$ cat config.mk
export PLATFORM = sky130hd
export DESIGN_NAME = dual_input_conditioner
export DESIGN_NICKNAME = d
export VERILOG_FILES = /design/src/rtl/dual_input_conditioner_pkg.sv /design/src/rtl/dic_logic_combine.sv /design/src/rtl/dic_vote_filter.sv /design/src/rtl/dual_input_conditioner.sv
export SDC_FILE = /design/constraint.sdc
export NUM_CORES = 1
export LEC_CHECK = 0
export BUFFER_PORTS_ARGS = -buffer_cell sky130_fd_sc_hd__buf_2
export CORE_AREA = 2 2 39 41
export CTS_BUF_LIST = sky130_fd_sc_hd__clkbuf_2
export CTS_CLUSTER_DIAMETER = 50
export DETAILED_ROUTE_END_ITERATION = 7
export DIE_AREA = 0 0 41 43
export GPL_TIMING_DRIVEN = 0
export HOLD_SLACK_MARGIN = 0.05
export SYNTH_ARGS = -nofsm -noshare
export SYNTH_HDL_FRONTEND = slang
export SYNTH_SLANG_ARGS = --single-unit
$ cat constraint.sdc
create_clock -name clk -period 1.3 [get_ports clk]
set_input_delay 0.13 -clock clk [delete_from_list [all_inputs] [get_ports clk]]
set_output_delay 0.13 -clock clk [all_outputs]
set_load 0.1 [all_outputs]
$ cat src/rtl/dual_input_conditioner_pkg.sv
package dual_input_conditioner_pkg;
  // Low two bits of the mode code name the logic operation when bit 2 is clear.
  typedef enum logic [1:0] {
    OP_PASS = 2'b00,
    OP_AND  = 2'b01,
    OP_OR   = 2'b10,
    OP_XOR  = 2'b11
  } logic_op_e;

  localparam int NUM_CH = 2;
endpackage

$ cat src/rtl/dic_logic_combine.sv
module dic_logic_combine
  import dual_input_conditioner_pkg::*;
(
  input  logic [1:0] op,
  input  logic       a,
  input  logic       b,
  output logic       y_a,
  output logic       y_b
);
  always_comb begin
    y_b = b;
    unique case (logic_op_e'(op))
      OP_AND:  y_a = a & b;
      OP_OR:   y_a = a | b;
      OP_XOR:  y_a = a ^ b;
      default: y_a = a;
    endcase
  end
endmodule

$ cat src/rtl/dic_vote_filter.sv
module dic_vote_filter #(
  parameter int DEPTH = 3
) (
  input  logic clk,
  input  logic rst,
  input  logic adv,
  input  logic din,
  output logic level
);
  logic [DEPTH-1:0] hist;
  logic [DEPTH-1:0] hist_nxt;

  assign hist_nxt = {hist[DEPTH-2:0], din};

  always_ff @(posedge clk) begin
    if (rst) begin
      hist  <= '0;
      level <= 1'b0;
    end else if (adv) begin
      hist <= hist_nxt;
      if (&hist_nxt)       level <= 1'b1;
      else if (~|hist_nxt) level <= 1'b0;
    end
  end

  // History is frozen on cycles without a selected strobe.
  assert_hist_frozen_R7: assert property (@(posedge clk) disable iff (rst)
    !adv |=> $stable(hist));
  // A rise needs a unanimous history of ones.
  assert_rise_unanimous_R5: assert property (@(posedge clk) disable iff (rst)
    $rose(level) |-> (&hist));
  // A fall needs a unanimous history of zeros.
  assert_fall_unanimous_R5: assert property (@(posedge clk) disable iff (rst)
    $fell(level) |-> (~|hist));
  // Mixed history never coincides with a level change.
  assert_mixed_holds_R6: assert property (@(posedge clk) disable iff (rst)
    ((|hist) && !(&hist)) |-> $stable(level));
endmodule

$ cat src/rtl/dual_input_conditioner.sv
module dual_input_conditioner
  import dual_input_conditioner_pkg::*;
#(
  parameter int NUM_STROBES = 4,
  parameter int VOTE_DEPTH  = 3
) (
  input  logic                    clk,
  input  logic                    rst,
  input  logic                    in_a,
  input  logic                    in_b,
  input  logic [2:0]              mode,
  input  logic [NUM_STROBES-1:0]  smp_en,
  output logic                    out_a,
  output logic                    out_b
);
  localparam int SEL_W = $clog2(NUM_STROBES);

  logic              filt_mode;
  logic              adv;
  logic [NUM_CH-1:0] ch_in;
  logic [NUM_CH-1:0] ch_lvl;
  logic              comb_a;
  logic              comb_b;

  assign filt_mode = mode[2];
  assign adv       = filt_mode & smp_en[mode[SEL_W-1:0]];
  assign ch_in     = {in_b, in_a};

  dic_logic_combine u_combine (
    .op  (mode[1:0]),
    .a   (in_a),
    .b   (in_b),
    .y_a (comb_a),
    .y_b (comb_b)
  );

  for (genvar ch = 0; ch < NUM_CH; ch++) begin : g_vote
    dic_vote_filter #(.DEPTH(VOTE_DEPTH)) u_vote (
      .clk   (clk),
      .rst   (rst),
      .adv   (adv),
      .din   (ch_in[ch]),
      .level (ch_lvl[ch])
    );
  end

  always_ff @(posedge clk) begin
    if (rst) begin
      out_a <= 1'b0;
      out_b <= 1'b0;
    end else if (filt_mode) begin
      out_a <= ch_lvl[0];
      out_b <= ch_lvl[1];
    end else begin
      out_a <= comb_a;
      out_b <= comb_b;
    end
  end

  // Second output follows in_b one clock later in every non-filter mode.
  assert_b_pass_R2: assert property (@(posedge clk) disable iff (rst)
    !mode[2] |=> (out_b == $past(in_b)));
  // In a filter mode the outputs carry the filtered levels one clock later.
  assert_filt_route_R5: assert property (@(posedge clk) disable iff (rst)
    mode[2] |=> (out_a == $past(ch_lvl[0]) && out_b == $past(ch_lvl[1])));
  // Filtered levels do not move in pass and logic modes.
  assert_no_filter_adv_R9: assert property (@(posedge clk) disable iff (rst)
    !mode[2] |=> $stable(ch_lvl));
  // Reset leaves the outputs low.
  assert_reset_low_R8: assert property (@(posedge clk)
    rst |=> (!out_a && !out_b));
endmodule

==> flow_summary.ini, run 1 <==
[outcome]
outcome = finished, final reports clean

[synth]
synthTopCellsByCount = dfxtp_1 (8), mux2i_1 (8), nor2_1 (6), inv_1 (3)
yosysSeqAreaShare_pct = 39.9
ys_seq_elements = 8
syn_area_per_cell_sq_um = 10.6
syn_nets = 51
yosysTopAreaCellShare_pct = 39.9
netlist-cell-type-count = 13
netlist_instances = 38
ys_warn_count = 0
synth_edf_count = 0
synth_top_cell_by_area = dfxtp_1
synth_ff_type = dfxtp_1
async_flop_share_pct = 0
ys_top_cells_by_area = dfxtp_1 (40%), mux2i_1 (20%), mux4_1 (6.5%)
netlist_area_sq_um = 402

[clock_tree]
path_clk_slew_ps = 70
clk_latency_ps = 220
cts_max_level = 1
clock_sinks = 8
ctsResizeCount = 0
cts-root-buf = clkbuf_2
cts_hold_buf = 0
post_cts_buffers = 0
cts_buffers = 3
clk_path_buf_depth = 2
cts_tree = yes

[floorplan]
die-area_sq_um = 1760
pin_count = 13
core_area_sq_um = 1380
start_util_pct = 29.0
die_width_um = 41
num_rows = 14
die_h_um = 43

[worst_setup_path]
crit_end = out_a
cp_max_fo = 6
crit_required_ps = 1400
crit_path_start_kind = input port
r2r_cells = 2
end_kind = flip-flop
r2r-end = g_vote[0].u_vote.level
critPathArrivalTime_ps = 1250
crit_type = in -> reg
rr_startpoint = g_vote[0].u_vote.hist[0]
r2r_slack_ps = 520
worstSetupStartpoint = in_a

[final_layout]
diodes = 0
area_growth_pct = 22.4
drive_gt1_share_pct = 28.8
fin_util_pct = 35.5
nFillCells = 150
stdcell_area_sq_um = 492
fin_nets = 67

[flow_run]
cap_violations = 0

[timing]
fin_crit_ps = 1150
rsz0062_at_grt = false
setup_viol = 0
maxSlewHeadroom_pct = 67.9
tns_ps = 0
hold_violations = 0
tightest_slew_ps = 485
finalClockSkew_ps = 4.45
clock.fmax_mhz = 870
layout_worst_path_cycle_share_pct = 88.4
setup_ws_ps = 150
maxSlewViolCount = 0

[route]
vias = 335
detail_route.first_pass.iterations = 3
via_per_inst = 4.93
routedWlPerCell_um = 9.97
drtIter0Drc = 4
drcViolationCount = 0
antenna_left = 0
routed_wirelength_um = 678

[power]
power_uw = 494
leakage_nw = 0.224
vdd_drop_max_mv = 0.423
power_density_nw_per_um2 = 1000

[placed_design]
placed_cell_area_sq_um = 477
io_buffers = 11
pre_cts_slack_ps = -94.2
hpwl_um = 549
place.gp.congestion = 0.704

[grt]
grt-ovfl-total = 0
grt_pass1_vias = 302
grt_pass1_wl_mm = 1.16
grt.total_usage_pct = 10.4
antenna_found_initial = 0
grt_max_degree = 9

[min_path]
hold_path.class = in -> reg
flip-flops by register name, summed over array words and instances (netlist names):
signal and flops:
out_a 1, out_b 1, g_vote.u_vote.hist 4, g_vote.u_vote.level 2
cell type report:
class / instances / area (sq um) / area share (%)
buffer: 1 / 3.75 / 0.763
clock buffer: 3 / 15.0 / 3.05
inverter: 3 / 11.3 / 2.29
multi-input combinational: 26 / 226 / 46.1
sequential: 8 / 160 / 32.6
tap: 16 / 20.0 / 4.07
timing repair buffer: 11 / 55.1 / 11.2
how the worst min path moves through the flow:
| stage | from | slack (ps) | cells after the start | to |
|---|---|---|---|---|
| after floorplan | in_b | 270 | 2 | out_b |
| after global placement | mode[2] | 450 | 3 | out_b |
| after detailed placement | mode[2] | 450 | 3 | out_b |
| after CTS | mode[2] | 210 | 3 | out_b |
| after global routing | rst | 220 | 2 | g_vote[1].u_vote.hist[1] |
| final | mode[2] | 220 | 3 | out_b |
metal layers:
metal / track usage (%) / part of all wire (%)
met5: 0 / 0
met4: 2.00 / 0
met3: 9.95 / 11
met2: 15.3 / 45
met1: 10.4 / 44
placed cells by master, fill, tap and decap left out:
cell type,count
dfxtp_1,8
clkbuf_1,1
ha_1,2
a41oi_1,2
clkbuf_2,3
nand2_1,1
o22ai_4,1
buf_2,11
mux2i_1,8
a211oi_1,2
nor2_1,6
inv_1,3
nor3_1,2
nand2b_1,1
mux4_1,1
where the power goes:
part | total (mW) | switching (mW) | internal, mW
clock network | 0.135 | 0.0722 | 0.0628
logic | 0.100 | 0.0609 | 0.0394
registers | 0.258 | 0.00513 | 0.253
total | 0.494 | 0.138 | 0.355
worst max-delay path, cell delays in order:
cell	delay (ps)
buf_2	130
inv_1	50
ha_1	280
mux4_1	470
mux2i_1	140
nor2_1	60
logic make-up after synthesis:
logic type | Yosys count | share of synthesized area, %
compound gates | 5 | 13.1
mux | 9 | 26.5
simple gates | 10 | 10.6
buf+inv | 4 | 3.74
fa+ha+maj | 2 | 6.23
flops | 8 | 39.9
metrics by stage:
step	instances	hold WS [ps]
floorplan	38	274
global placement	65	446
CTS	68	211
finish	68	220
global route	68	216
detailed placement	65	455
No activity file was read; power rests on OpenSTA's default activity.
==> run 2: changes to the inputs <==
CELL_PAD_IN_SITES_DETAIL_PLACEMENT = 1   (was not set)
CELL_PAD_IN_SITES_GLOBAL_PLACEMENT = 1   (was not set)
PLACE_DENSITY_LB_ADDON = 0.1   (was not set)
==> flow_summary.ini, run 2 (same netlist as run 1, synthesis figures left out) <==
[final_layout]
multi_input_area_sq_um = 226
final_cell_mix = buf_2 (11), mux2i_1 (8), dfxtp_1 (8)
layout_commonest_cell = buf_2
largest_reg_flops = 4
nFillCells = 169
fin_util_pct = 35.5
regMostFlops = g_vote.u_vote.hist
drive_gt1_share_pct = 28.8
area_growth_pct = 22.4
reg_top3 = g_vote.u_vote.hist: 4 flops, g_vote.u_vote.level: 2 flops
fin_nets = 67
regArea_sq_um = 160
diodes = 0
final_cells = 68

[placed_design]
place.gp.congestion = 0.645
hpwl_um = 697
io_buffers = 11
numPlacedInstances = 65

[clock_tree]
ctsResizeCount = 0
cts_tree = yes
cts_hold_buf = 0
clock_sinks = 8
clk_latency_ps = 220
cts_max_level = 1
cts-root-buf = clkbuf_2
cts_buffers = 3
path_clk_slew_ps = 70
clk_path_buf_depth = 2
post_cts_buffers = 0

[route]
detail_route.first_pass.iterations = 2
routed_wirelength_um = 865
routedWlPerCell_um = 12.7
drtIter0Drc = 3
vias = 337
drcViolationCount = 0
antenna_left = 0
via_per_inst = 4.96

[grt]
grt.total_usage_pct = 12.3
grt_pass1_vias = 346
grt_max_degree = 9
grt_pass1_wl_mm = 1.45
grt-ovfl-total = 0
antenna_found_initial = 0

[timing]
maxSlewHeadroom_pct = 68.1
hold_violations = 0
maxSlewViolCount = 0
tightest_slew_ps = 482
clock.fmax_mhz = 852
layout_worst_path_cycle_share_pct = 90.3
setup_viol = 0
fin_crit_ps = 1170
rsz0062_at_grt = false
finalClockSkew_ps = 0.415

[worst_setup_path]
cp_max_fo = 6
rr_startpoint = g_vote[0].u_vote.hist[0]
crit_end = out_a
critPathArrivalTime_ps = 1280
worstSetupStartpoint = in_a
crit_type = in -> reg
r2r-end = g_vote[0].u_vote.level
crit_path_start_kind = input port
crit_required_ps = 1410
r2r_slack_ps = 460
r2r_cells = 2
end_kind = flip-flop

[floorplan]
pin_count = 13
die_width_um = 41
core_area_sq_um = 1380
die-area_sq_um = 1760
start_util_pct = 29.0
num_rows = 14
die_h_um = 43

[outcome]
outcome = finished, final reports clean

[power]
power_density_nw_per_um2 = 1020
leakage_nw = 0.224
vdd_drop_max_mv = 0.359

[min_path]
hold_path.class = in -> reg

[flow_run]
cap_violations = 0
run 2: layer usage:
metal  up-vias  wire (um)  global-route usage, %
li1        167          -                      -
met1       158        360                   13.7
met2        12        432                   20.3
met3         0         72                   7.85
met4         0          0                      0
met5         -          0                      0
run 2: how the worst min path moves through the flow:
stage / endpoint / slack (ps) / cells past startpoint / startpoint
2_1_floorplan: out_b / 270 / 2 / in_b
3_3_place_gp: out_b / 450 / 3 / mode[2]
3_5_place_dp: out_b / 470 / 3 / mode[2]
4_1_cts: g_vote[0].u_vote.hist[1] / 230 / 2 / rst
5_1_grt: g_vote[1].u_vote.hist[0] / 220 / 2 / rst
6_report: g_vote[0].u_vote.hist[1] / 230 / 2 / rst
run 2: per-stage QoR:
stage	hold slack (ps)	power [mW]	setup WS, ps	cell area [sq um]	setup TNS [ps]
final	234	0.501	126	492	0
after CTS	229	0.509	122	492	0
after floorplan	274	0.333	138	402	0
after global routing	224	0.536	66.1	492	0
after global placement	446	0.362	-85.4	477	-85.4
after detailed placement	472	0.369	-119	477	-119
run 2: final cells by class:
class	count	share of cell area, %
Sequential cell	8	32.6
Buffer	1	0.763
Tap cell	16	4.07
Multi-Input combinational cell	26	46.1
Clock buffer	3	3.05
Inverter	3	2.29
Timing Repair Buffer	11	11.2
run 2: power breakdown:
part           internal [mW]  switching (mW)
combinational         0.0399          0.0638
clock                 0.0629          0.0767
sequential             0.253         0.00525
total                  0.356           0.146
run 2: critical path, cell delays in order:
cell and delay (ps):
buf_2 140, inv_1 60, ha_1 280, mux4_1 470, mux2i_1 140, nor2_1 60
==> run 3: changes to the inputs <==
RECOVER_POWER = 50   (was not set)
==> flow_summary.ini, run 3 (same netlist as run 1, synthesis figures left out) <==
[clock_tree]
cts-root-buf = clkbuf_2
cts_hold_buf = 0
post_cts_buffers = 0
cts_max_level = 1
clk_path_buf_depth = 2
clk_latency_ps = 220
clock_sinks = 8
cts_buffers = 3
path_clk_slew_ps = 70
ctsResizeCount = 0
cts_tree = yes

[timing]
maxSlewHeadroom_pct = 68.1
clock.fmax_mhz = 852
tns_ps = 0
fin_crit_ps = 1170
tightest_slew_ps = 482
rsz0062_at_grt = false
finalClockSkew_ps = 0.415
layout_worst_path_cycle_share_pct = 90.3
hold_violations = 0
maxSlewViolCount = 0
setup_viol = 0

[placed_design]
place.gp.congestion = 0.645
io_buffers = 11
hpwl_um = 697
placed_cell_area_sq_um = 477

[floorplan]
die_width_um = 41
num_rows = 14
pin_count = 13
core_area_sq_um = 1380
die-area_sq_um = 1760
start_util_pct = 29.0
die_h_um = 43

[grt]
grt_use_met1_pct = 13.7
gr-usage-met2_pct = 20.3
top_usage_layer = met2
grt_max_degree = 9
grt_pass1_wl_mm = 1.45
grt.total_usage_pct = 12.3
antenna_found_initial = 0
grt-ovfl-total = 0
grt_pass1_vias = 346
gr-usage-met3_pct = 7.85

[final_layout]
fin_nets = 67
largest_reg_flops = 4
layout_commonest_cell = buf_2
diodes = 0
drive_gt1_share_pct = 26.9
reg_top3 = g_vote.u_vote.hist: 4 flops, g_vote.u_vote.level: 2 flops
regMostFlops = g_vote.u_vote.hist
stdcell_area_sq_um = 490
final_cell_mix = buf_2 (10), mux2i_1 (8), dfxtp_1 (8)
area_growth_pct = 22.1

[worst_setup_path]
end_kind = flip-flop
crit_chain = buf_2 > inv_1 > ha_1 > mux4_1 > mux2i_1 > nor2_1
cp_max_fo = 6
crit_path_start_kind = input port
r2r_slack_ps = 460
crit_required_ps = 1410
slowest_delay_ps = 470
crit_type = in -> reg
critPathSlowestCell = mux4_1
critPathArrivalTime_ps = 1280
worst-path-buf-inv = 2
critical_path.top_delay_family = multiplexers

[route]
routedWlPerCell_um = 12.7
via_per_inst = 4.96
drcViolationCount = 0
drtIter0Drc = 3
routed_wirelength_um = 864
antenna_left = 0
vias = 337
detail_route.first_pass.iterations = 2

[power]
swShare_pct = 29.1
switchingPower_uw = 146
p_int_uw = 355
combPwrFrac_pct = 20.6
power_density_nw_per_um2 = 1020
leakage_nw = 0.221
vdd_drop_max_mv = 0.359
power_frac_seq_pct = 51.5
pwr-share-clk_pct = 27.9

[flow_run]
cap_violations = 0

[min_path]
hold_path.class = in -> reg

[outcome]
outcome = finished, final reports clean
run 3: cell count changes in the layout (fill, tap and decap cells not counted):
cell,change
buf_2,-1
clkbuf_1,+1
run 3: path summary, 6_finish.rpt:
path | start | to | depth (start not counted)
worst min-delay path | rst | g_vote[0].u_vote.hist[1] | 2
worst max register to register | g_vote[0].u_vote.hist[0] | g_vote[0].u_vote.level | 2
worst max-delay path | in_a | out_a | 6
worst min register to register | g_vote[1].u_vote.level | out_b | 2
run 3: layer usage:
metal	up-vias	part of all wire [%]
met5	-	0
met2	12	50
met1	158	42
li1	167	-
met4	0	0
met3	0	8.2
run 3: worst register-to-register path: stages, from the launching register on:
cell      delay (ps)
dfxtp_1          370
a41oi_1          130
a211oi_1         250
run 3: area by class of cell:
type | count | area [sq um]
clock buffer | 3 | 15.0
buffer | 1 | 3.75
multi-input combinational | 26 | 226
inverter | 3 | 11.3
fill | 169 | 893
sequential | 8 | 160
timing repair buffer | 11 | 53.8
tap | 16 | 20.0
run 3: power groups by stage:
stage          clock, mW  sequential (mW)  combinational (mW)
3_5_place_dp           0            0.264               0.105
5_1_grt            0.164            0.259               0.113
3_3_place_gp           0            0.263              0.0987
2_1_floorplan          0            0.285              0.0488
6_report           0.140            0.258               0.103
4_1_cts            0.146            0.258               0.105
run 3: stage by stage:
stage	instances	total power [mW]	hold WS, ps	util (%)	setup slack (ps)
after floorplan	38	0.333	274	-	138
after global placement	65	0.362	446	34.4	-85.4
after detailed placement	65	0.369	472	34.4	-119
after CTS	68	0.509	229	35.5	122
after global routing	68	0.536	224	35.4	66.1
final	68	0.501	234	35.4	126
